`config.mk`:
```
export PLATFORM = sky130hd
export DESIGN_NAME = dds_edge_interp
export DESIGN_NICKNAME = d
export VERILOG_FILES = /design/src/rtl/dds_pkg.sv /design/src/rtl/dds_phase_acc.sv /design/src/rtl/dds_recip_norm.sv /design/src/rtl/dds_delay_scale.sv /design/src/rtl/dds_edge_interp.sv
export SDC_FILE = /design/constraint.sdc
export NUM_CORES = 1
export LEC_CHECK = 0
export BUFFER_PORTS_ARGS = -buffer_cell sky130_fd_sc_hd__buf_4
export CORE_ASPECT_RATIO = 0.6
export CORE_MARGIN = 4
export CORE_UTILIZATION = 50
export CTS_BUF_LIST = sky130_fd_sc_hd__clkbuf_16
export DETAILED_ROUTE_END_ITERATION = 7
export PLACE_DENSITY_LB_ADDON = 0.15
export SLEW_MARGIN = 15
export SYNTH_ARGS = -nofsm -noshare
export SYNTH_HDL_FRONTEND = slang
export SYNTH_SLANG_ARGS = --single-unit
```
`constraint.sdc`:
```
create_clock -name clk -period 14.87 [get_ports clk]
set_clock_uncertainty 0.1 [all_clocks]
set_input_delay 1.487 -clock clk [delete_from_list [all_inputs] [get_ports clk]]
set_output_delay 1.487 -clock clk [all_outputs]
set_load 0.005 [all_outputs]
```
`src/rtl/dds_pkg.sv`:
```
package dds_pkg;
  typedef enum logic {
    EDGE_FALL = 1'b0,
    EDGE_RISE = 1'b1
  } edge_pol_e;

  localparam int DEF_ACC_W      = 48;
  localparam int DEF_TAP_BITS   = 7;
  localparam int DEF_MANT_BITS  = 6;
  localparam int DEF_RES_BITS   = 16;
  localparam int DEF_RECIP_BITS = 16;
endpackage

```
`src/rtl/dds_phase_acc.sv`:
```
module dds_phase_acc #(
  parameter int ACC_W = 48
) (
  input  logic             clk,
  input  logic             rst_n,
  input  logic             clear,
  input  logic             tune_valid,
  output logic             tune_ready,
  input  logic [ACC_W-1:0] tune_word,
  output logic             acc_msb,
  output logic             tgl_q,
  output logic             tgl_rise_q,
  output logic [ACC_W-2:0] resid_q,
  output logic [ACC_W-2:0] step_q
);
  localparam logic [ACC_W-2:0] STEP_MAX = {(ACC_W-1){1'b1}};

  logic [ACC_W-1:0] acc_q;
  logic [ACC_W-1:0] sum;
  logic [ACC_W-2:0] active_q;
  logic [ACC_W-2:0] pend_q;
  logic [ACC_W-2:0] word_lim;
  logic             pend_full_q;
  logic             toggle;
  logic             rise_now;
  logic             accept;
  logic             commit;

  // words at or above half scale could cross twice per add: clamp them
  assign word_lim = tune_word[ACC_W-1] ? STEP_MAX : tune_word[ACC_W-2:0];
  assign sum      = acc_q + {1'b0, active_q};
  assign toggle   = sum[ACC_W-1] ^ acc_q[ACC_W-1];
  assign rise_now = toggle & sum[ACC_W-1];
  assign accept   = tune_valid & ~pend_full_q;
  assign commit   = pend_full_q & (clear | (active_q == '0) | rise_now);

  assign tune_ready = ~pend_full_q;
  assign acc_msb    = acc_q[ACC_W-1];

  always_ff @(posedge clk or negedge rst_n) begin
    if (!rst_n) begin
      active_q    <= '0;
      pend_q      <= '0;
      pend_full_q <= 1'b0;
    end else begin
      if (accept) pend_q <= word_lim;
      if (commit) active_q <= pend_q;
      if (commit)      pend_full_q <= 1'b0;
      else if (accept) pend_full_q <= 1'b1;
    end
  end

  always_ff @(posedge clk or negedge rst_n) begin
    if (!rst_n) begin
      acc_q      <= '0;
      tgl_q      <= 1'b0;
      tgl_rise_q <= 1'b0;
      resid_q    <= '0;
      step_q     <= '0;
    end else if (clear) begin
      acc_q      <= '0;
      tgl_q      <= 1'b0;
      tgl_rise_q <= 1'b0;
    end else begin
      acc_q      <= sum;
      tgl_q      <= toggle;
      tgl_rise_q <= sum[ACC_W-1];
      resid_q    <= sum[ACC_W-2:0];
      step_q     <= active_q;
    end
  end
endmodule

```
`src/rtl/dds_recip_norm.sv`:
```
module dds_recip_norm #(
  parameter int ACC_W      = 48,
  parameter int MANT_BITS  = 6,
  parameter int RES_BITS   = 16,
  parameter int RECIP_BITS = 16
) (
  input  logic                  clk,
  input  logic                  rst_n,
  input  logic                  clear,
  input  logic                  in_valid,
  input  logic                  in_rise,
  input  logic [ACC_W-2:0]      resid,
  input  logic [ACC_W-2:0]      step,
  output logic                  s1_valid,
  output dds_pkg::edge_pol_e    s1_pol,
  output logic [RES_BITS-1:0]   s1_rt,
  output logic [RECIP_BITS-1:0] s1_recip
);
  localparam int LUT_N = 1 << MANT_BITS;
  localparam int POS_W = $clog2(ACC_W - 1);

  logic [RECIP_BITS-1:0] lut [LUT_N];
  logic [POS_W-1:0]      lead;
  logic [POS_W-1:0]      shamt;
  logic [ACC_W-2:0]      step_n;
  logic [ACC_W-2:0]      resid_n;
  logic [MANT_BITS-1:0]  mant;
  logic [RES_BITS-1:0]   rt;

  // reciprocal of each mantissa bin, taken at the bin midpoint
  for (genvar gi = 0; gi < LUT_N; gi++) begin : g_lut
    localparam longint NUM = longint'(1) << (MANT_BITS + RECIP_BITS + 1);
    localparam longint DEN = (longint'(2) << MANT_BITS) + 2 * gi + 1;
    assign lut[gi] = RECIP_BITS'((NUM + DEN / 2) / DEN);
  end

  always_comb begin
    lead = '0;
    for (int i = 0; i < ACC_W - 1; i++) begin
      if (step[i]) lead = POS_W'(i);
    end
  end

  assign shamt   = POS_W'(ACC_W - 2) - lead;
  assign step_n  = step << shamt;
  assign resid_n = resid << shamt;
  assign mant    = MANT_BITS'(step_n >> (ACC_W - 2 - MANT_BITS));
  assign rt      = RES_BITS'(resid_n >> (ACC_W - 1 - RES_BITS));

  always_ff @(posedge clk or negedge rst_n) begin
    if (!rst_n) begin
      s1_valid <= 1'b0;
      s1_pol   <= dds_pkg::EDGE_FALL;
      s1_rt    <= '0;
      s1_recip <= '0;
    end else if (clear) begin
      s1_valid <= 1'b0;
    end else begin
      s1_valid <= in_valid;
      s1_pol   <= in_rise ? dds_pkg::EDGE_RISE : dds_pkg::EDGE_FALL;
      s1_rt    <= rt;
      s1_recip <= lut[mant];
    end
  end
endmodule

```
`src/rtl/dds_delay_scale.sv`:
```
module dds_delay_scale #(
  parameter int TAP_BITS   = 7,
  parameter int RES_BITS   = 16,
  parameter int RECIP_BITS = 16
) (
  input  logic                  clk,
  input  logic                  rst_n,
  input  logic                  clear,
  input  logic                  in_valid,
  input  dds_pkg::edge_pol_e    in_pol,
  input  logic [RES_BITS-1:0]   rt,
  input  logic [RECIP_BITS-1:0] recip,
  output logic                  edge_valid,
  output logic                  edge_rise,
  output logic [TAP_BITS-1:0]   edge_code
);
  localparam int PW     = RES_BITS + RECIP_BITS;
  localparam int SHIFT  = RES_BITS - 1 + RECIP_BITS - TAP_BITS;
  localparam int FRAC_W = PW + 1 - SHIFT;
  localparam int TAPS   = 1 << TAP_BITS;
  localparam logic [PW:0] BIAS = (PW + 1)'(1) << (SHIFT - 1);

  logic [PW-1:0]       prod;
  logic [PW:0]         prod_r;
  logic [FRAC_W-1:0]   frac;
  logic [TAP_BITS-1:0] code_n;

  assign prod   = PW'(rt) * PW'(recip);
  assign prod_r = {1'b0, prod} + BIAS;
  assign frac   = FRAC_W'(prod_r >> SHIFT);

  // code = taps minus the fraction of a period already elapsed, saturated
  always_comb begin
    if (frac == '0)                     code_n = TAP_BITS'(TAPS - 1);
    else if (frac >= FRAC_W'(TAPS))     code_n = '0;
    else                                code_n = TAP_BITS'(FRAC_W'(TAPS) - frac);
  end

  always_ff @(posedge clk or negedge rst_n) begin
    if (!rst_n) begin
      edge_valid <= 1'b0;
      edge_rise  <= 1'b0;
      edge_code  <= '0;
    end else if (clear) begin
      edge_valid <= 1'b0;
    end else begin
      edge_valid <= in_valid;
      if (in_valid) begin
        edge_rise <= (in_pol == dds_pkg::EDGE_RISE);
        edge_code <= code_n;
      end
    end
  end
endmodule

```
`src/rtl/dds_edge_interp.sv`:
```
module dds_edge_interp #(
  parameter int ACC_W      = dds_pkg::DEF_ACC_W,
  parameter int TAP_BITS   = dds_pkg::DEF_TAP_BITS,
  parameter int MANT_BITS  = dds_pkg::DEF_MANT_BITS,
  parameter int RES_BITS   = dds_pkg::DEF_RES_BITS,
  parameter int RECIP_BITS = dds_pkg::DEF_RECIP_BITS
) (
  input  logic                clk,
  input  logic                rst_n,
  input  logic                clear,
  input  logic                tune_valid,
  output logic                tune_ready,
  input  logic [ACC_W-1:0]    tune_word,
  output logic                raw_msb,
  output logic                edge_valid,
  output logic                edge_rise,
  output logic [TAP_BITS-1:0] edge_code
);
  logic                  tgl;
  logic                  tgl_rise;
  logic [ACC_W-2:0]      resid;
  logic [ACC_W-2:0]      step;
  logic                  s1_valid;
  dds_pkg::edge_pol_e    s1_pol;
  logic [RES_BITS-1:0]   s1_rt;
  logic [RECIP_BITS-1:0] s1_recip;

  dds_phase_acc #(.ACC_W(ACC_W)) u_acc (
    .clk(clk), .rst_n(rst_n), .clear(clear),
    .tune_valid(tune_valid), .tune_ready(tune_ready), .tune_word(tune_word),
    .acc_msb(raw_msb), .tgl_q(tgl), .tgl_rise_q(tgl_rise),
    .resid_q(resid), .step_q(step)
  );

  dds_recip_norm #(
    .ACC_W(ACC_W), .MANT_BITS(MANT_BITS),
    .RES_BITS(RES_BITS), .RECIP_BITS(RECIP_BITS)
  ) u_norm (
    .clk(clk), .rst_n(rst_n), .clear(clear),
    .in_valid(tgl), .in_rise(tgl_rise), .resid(resid), .step(step),
    .s1_valid(s1_valid), .s1_pol(s1_pol), .s1_rt(s1_rt), .s1_recip(s1_recip)
  );

  dds_delay_scale #(
    .TAP_BITS(TAP_BITS), .RES_BITS(RES_BITS), .RECIP_BITS(RECIP_BITS)
  ) u_scale (
    .clk(clk), .rst_n(rst_n), .clear(clear),
    .in_valid(s1_valid), .in_pol(s1_pol), .rt(s1_rt), .recip(s1_recip),
    .edge_valid(edge_valid), .edge_rise(edge_rise), .edge_code(edge_code)
  );
endmodule

```
==> results of run 1 <==
[final cells by class]
class | count | share of cell area (%)
multi-input combinational | 2249 | 63.4
clock buffer | 28 | 2.41
clock inverter | 22 | 0.772
sequential | 281 | 24.2
timing repair buffer | 92 | 2.42
inverter | 291 | 3.77
tap | 703 | 3.03
[synth_stat cells (85+ instances only)]
library cell  number  share of area [%]
mux2i_1          155                5.7
ha_1             182                8.3
dfrtp_1          281                 26
inv_1            289                4.0
and2_1           111                2.5
clkbuf_1         129                1.8
nand2_1          377                5.2
a21o_1            85                2.3
fa_1             195                 14
nor2_1           190                2.6
mux2_2           102                4.2
o21ai_0          137                2.5
a21oi_1          124                2.3
[worst reg2reg max path, delay by kind of cell, from the launching register on]
| family | cells | cell delay [ns] |
|---|---|---|
| compound gates | 13 | 3.26 |
| buf+inv | 5 | 0.27 |
| simple gates | 2 | 0.33 |
| fa+ha+maj | 7 | 3.35 |
| flops | 1 | 0.81 |
[cells by family after synthesis]
family | synth area share [%]
fa+ha+maj | 22.7
buf+inv | 7.10
flops | 25.8
mux | 11.8
simple gates | 15.5
compound gates | 15.4
xor+xnor | 1.80
[cell usage in the layout (no fill, tap or decap), types with 85 or more instances in the layout]
cell type    n
buf_4       90
dfrtp_1    281
nor2_1     189
a21o_1      85
mux2i_1    155
nand2_1    376
mux2_2     102
fa_1       195
inv_1      290
o21ai_0    137
ha_1       181
and2_1     111
a21oi_1    124
[worst max-delay path by stage]
| stage | start | endpoint | slack, ns | cells past startpoint |
|---|---|---|---|---|
| after detailed placement | u_norm.s1_rt[13] | u_scale.edge_code[1] | 6.71 | 27 |
| final | u_norm.s1_rt[13] | u_scale.edge_code[1] | 6.63 | 27 |
| after global routing | u_norm.s1_rt[13] | u_scale.edge_code[1] | 6.23 | 27 |
| after global placement | u_norm.s1_rt[13] | u_scale.edge_code[0] | 7.03 | 27 |
| after floorplan | u_norm.s1_rt[12] | u_scale.edge_code[0] | 7.73 | 29 |
| after CTS | u_norm.s1_rt[13] | u_scale.edge_code[1] | 6.70 | 27 |
[stage by stage]
| step | util [%] | instances | setup WS (ns) | instance area, sq um |
|---|---|---|---|---|
| floorplan | - | 3013 | 7.73 | 27300 |
| global placement | 52.7 | 3616 | 7.03 | 28100 |
| detailed placement | 52.7 | 3616 | 6.71 | 28100 |
| CTS | 54.5 | 3666 | 6.70 | 29000 |
| global route | 54.5 | 3666 | 6.23 | 29000 |
| finish | 54.5 | 3666 | 6.63 | 29000 |
[routing by layer]
layer	global-route usage, %	part of all wire [%]	vias to the layer above
met3	8.44	11	78
met1	45.2	50	11100
met5	0	0	-
li1	-	-	10200
met4	3.33	1.1	0
met2	37.2	38	1014
[registers in the layout, indices dropped and copies added (netlist names), 7 cells and up]
register / count
u_norm.s1_recip: 16
u_acc.resid_q: 47
u_acc.active_q: 47
u_acc.pend_q: 47
u_norm.s1_rt: 16
u_acc.step_q: 47
u_scale.edge_code: 7
u_acc.acc_q: 48
==> results_dict.tcl, run 1 <==
set metrics [dict create \
    die_w_um 310 \
    relSlewSlack_pct 20.6 \
    wl_per_cell_um 22.0 \
    num_antenna_cells 0 \
    cp_top_family "adder cells" \
    slew_viol_final 0 \
    grt_pass1_vias 22300 \
    multi_input_area_sq_um 18400 \
    r2r_start "u_norm.s1_rt[13]" \
    dpl.hpwl_mm 62.2 \
    rows 65 \
    clk_path_buf_depth 3 \
    wl_mm 80.8 \
    grt.total_usage_pct 28.0 \
    gp_congestion 0.955 \
    vias 22400 \
    rsz0062_at_grt "no" \
    status "finished, final reports clean" \
    post_cts_buffers 0 \
    via_per_inst 6.10 \
    drv_cap 0 \
    hold_depth 2 \
    synth_edf_count 0 \
    area_growth_pct 6.34 \
    ys.flop_type "dfrtp_1" \
    ctsHoldBuffers 0 \
    r2r-end "u_scale.edge_code[1]" \
    ios 63 \
    min_to "u_scale.edge_rise" \
    regArea_sq_um 7030 \
    r2r_cells 27 \
    crit_required_ns 15.24 \
    slowest_stage "dfrtp_1" \
    min_period_ns 8.24 \
    synth_warnings 0 \
    htreeDepth 1 \
    ctsResizeCount 0 \
    drive_above_1_share_pct 10.3 \
    crit_path_end_kind "register" \
    antenna_found_initial 0 \
    hold_path.class "register to register" \
    io_buffers 62 \
    period_share_pct 55.4 \
    hold_ws_ns 0.361 \
    cts_tree "done" \
    seq_area_frac_synth_pct 25.8 \
    chipHeight_um 189 \
    worstMarginPinSlew_ns 1.19 \
    hold_violations 0 \
    fillers 4784 \
    synth_area_sq_um 27300 \
    clock-sinks 281 \
    setup_violations 0 \
    firstDrtPassIters 5 \
    coreArea_sq_um 53300 \
    initial_core_util_pct 51.2 \
    synthesis.nets 3442 \
    crit_type "register to register" \
    critPathLaunchType "register" \
    critPathBufInv 5 \
    drtAntennaViolNets 0 \
    cts_root_buf "clkbuf_16" \
    synthArstFlopShare_pct 100 \
    syn_inst 3013 \
    crit_fanout 17 \
    die-area_sq_um 58500 \
    cts_buffers 28 \
    max_stage_delay_ns 0.81 \
    tns_ns 0 \
    rrSetupSlack_ns 6.63 \
    holdCritStartpoint "u_norm.s1_pol" \
    clk_pin_slew_ns 0.08 \
    synth_cell_types 95 \
    drt-initial-drc-count 2247 \
    arrival_ns 8.61 \
    max_clock_freq_mhz 121 \
    grt_overflow 0 \
    critPathMostFrequentCell "fa_1" \
    grt_pass1_wl_mm 130 \
    fin_nets 3372 \
    grt_max_degree 95 \
    clk_latency_ns 0.59 \
    avgSynthCellArea_sq_um 9.06 \
    drc 0 \
    yosys_register_bits 281 \
]
Power of run 1 is left out: the tool's default activity adds up to more than one toggle a clock period on the data nets, which glitch-free logic cannot reach.
==> run 2, diff against run 1 <==
ABC_AREA = 1   (was default)
clock period = 7.2 ns   (was 14.87 ns; I/O delays follow)
==> run 2 against run 1 <==
Effect of this change:
- cell count increased by 20%
- via count increased by 6.9%
- sequential share of layout area increased by 0.27 points
- worst hold slack got worse by 0.27 ns
- design area decreased by 0.70%
- setup slack got worse by 6.3 ns
==> results_dict.tcl, run 2 <==
set metrics [dict create \
    status "finished, final reports clean" \
    grt.total_usage_pct 27.4 \
    yosys-top-cells-area "dfrtp_1, nand2_1, fa_1" \
    hold_ws_ns 0.0884 \
    synth_cell_types 59 \
    synth_edf_count 0 \
    arrival_ns 7.26 \
    final_common_cell "nand2_1" \
    synth_commonest_cells "nand2_1, inv_1, o21ai_0, nand3_1, dfrtp_1" \
    drtAntennaViolNets 0 \
    crit_path_end_kind "register" \
    finalWorstSetupSlack_ns 0.327 \
    worstMarginPinSlew_ns 1.00 \
    synthesis.nets 4124 \
    hold_path.class "input port to asynchronous set/reset pin" \
    grt_max_degree 192 \
    antenna_found_initial 0 \
    fin_nets 4101 \
    largest_register "u_acc.acc_q" \
    io_buffers 62 \
    fin_cells 4394 \
    cts_tree "done" \
    yosys_register_bits 281 \
    cp_top_family "adder cells" \
    setup_violations 0 \
    cts_root_buf "clkbuf_16" \
    slowest_stage "fa_1" \
    synthArstFlopShare_pct 100 \
    drive_above_1_share_pct 7.91 \
    yosysTopAreaCellShare_pct 26.4 \
    drv_cap 0 \
    grt_overflow 0 \
    grt_pass1_vias 22500 \
    ios 63 \
    min_period_ns 6.87 \
    dpl.hpwl_mm 60.0 \
    clock-sinks 281 \
    synth_warnings 0 \
    gp_congestion 0.958 \
    relSlewSlack_pct 33.1 \
    crit_fanout 7 \
    num_antenna_cells 0 \
    critPathBufInv 9 \
    place_inst 4327 \
    ctsHoldBuffers 0 \
    drt-initial-drc-count 2781 \
    avgSynthCellArea_sq_um 7.21 \
    chipHeight_um 187 \
    drc 0 \
    wl_mm 77.7 \
    synth.largest_area_cell "dfrtp_1" \
    pre_cts_slack_ns 0.144 \
    wl_per_cell_um 17.7 \
    vias 23900 \
    via_per_inst 5.44 \
    final_cell_mix "nand2_1, inv_1, o21ai_0" \
    max_clock_freq_mhz 146 \
    die_w_um 306 \
    period_share_pct 95.5 \
    htreeDepth 1 \
    hold_violations 0 \
    post-synth-top-count-cell "nand2_1" \
    ys.flop_type "dfrtp_1" \
    clk_pin_slew_ns 0.07 \
    initial_core_util_pct 50.6 \
    crit_type "register to register" \
    grt_pass1_wl_mm 127 \
    max_stage_delay_ns 0.55 \
    critPathLaunchType "register" \
    critPathMostFrequentCell "inv_1" \
    coreArea_sq_um 52600 \
    fillers 5111 \
    synth_area_sq_um 26600 \
    seq_area_frac_synth_pct 26.4 \
    die-area_sq_um 57200 \
    area_growth_pct 8.11 \
    rows 65 \
    largest_reg_flops 48 \
    firstDrtPassIters 6 \
    slew_viol_final 0 \
    syn_inst 3695 \
    clk_latency_ns 0.58 \
    cts_buffers 29 \
    crit_required_ns 7.59 \
    clk_path_buf_depth 3 \
]
run 2: changes by cell type after synthesis, sizes merged, moves of 103 or more:
cell	change
nand3	+234
inv	+293
mux2	-103
and2	-109
o21ai	+221
nand2	+681
mux2i	-140
run 2: what timing repair did:
action	4_1_cts	5_1_grt
resized for setup	0	39
endpoints found under the setup margin	0	16
buffers inserted	0	16
run 2: logic make-up (layout without fill, tap and decap cells):
group / after synthesis / count (layout) / synth area share (%)
buf+inv: 788 / 784 / 11.8
xor+xnor: 11 / 11 / 0.362
simple gates: 1615 / 1615 / 25.1
mux: 15 / 15 / 0.563
fa+ha+maj: 377 / 377 / 23.2
flops: 281 / 281 / 26.4
compound gates: 608 / 608 / 12.7
run 2: cell type report:
cell class | count | area, sq um | area share (%)
flip-flops and latches | 281 | 7060 | 24.5
clock inverters | 21 | 183 | 0.634
inverters | 587 | 2210 | 7.68
clock buffers | 29 | 726 | 2.52
repair buffers | 147 | 1200 | 4.16
well taps | 703 | 880 | 3.05
multi-input cells | 2626 | 16600 | 57.4
run 2: per-stage QoR:
stage / setup TNS (ns) / util [%] / cell area [sq um]
3_5_place_dp: 0 / 52.6 / 27700
3_3_place_gp: 0 / 52.6 / 27700
4_1_cts: 0 / 54.3 / 28600
5_1_grt: -0.0477 / 54.8 / 28800
2_1_floorplan: 0 / - / 26600
6_report: 0 / 54.8 / 28800
run 2: metal layers:
layer	share of wire (%)	routed length (um)	vias up	global-route usage, %
met4	1.0	811	0	2.79
li1	-	-	11700	-
met3	9.4	7310	69	5.87
met1	54	42000	11300	48.2
met5	0	0	-	0
met2	35	27500	909	34.0
run 2: worst register-to-register path: cells and delay by family, from the launching register on:
kind                     cells  cell delay (ns)
adder cells (fa/ha/maj)      7             2.95
flip-flops                   1             0.47
AND/OR/NAND/NOR              9             1.14
AO/OA/AOI/OAI                5             0.98
XOR/XNOR                     1             0.25
buffers and inverters        9             0.92
run 2: final timing paths:
path,from,to,slack (ns),depth (start not counted)
min in group clk,tune_word[0],u_acc.pend_q[0],0.27,3
worst max-delay path,u_norm.s1_recip[1],u_scale.edge_code[5],0.33,31
worst max register to register,u_norm.s1_recip[1],u_scale.edge_code[5],0.33,31
max in group asynchronous,rst_n,u_norm.s1_recip[4],5.31,2
worst min register to register,u_acc.tgl_q,u_norm.s1_valid,0.36,2
worst min-delay path,rst_n,u_acc.pend_q[33],0.09,1
Power of run 2 is left out for the same reason.
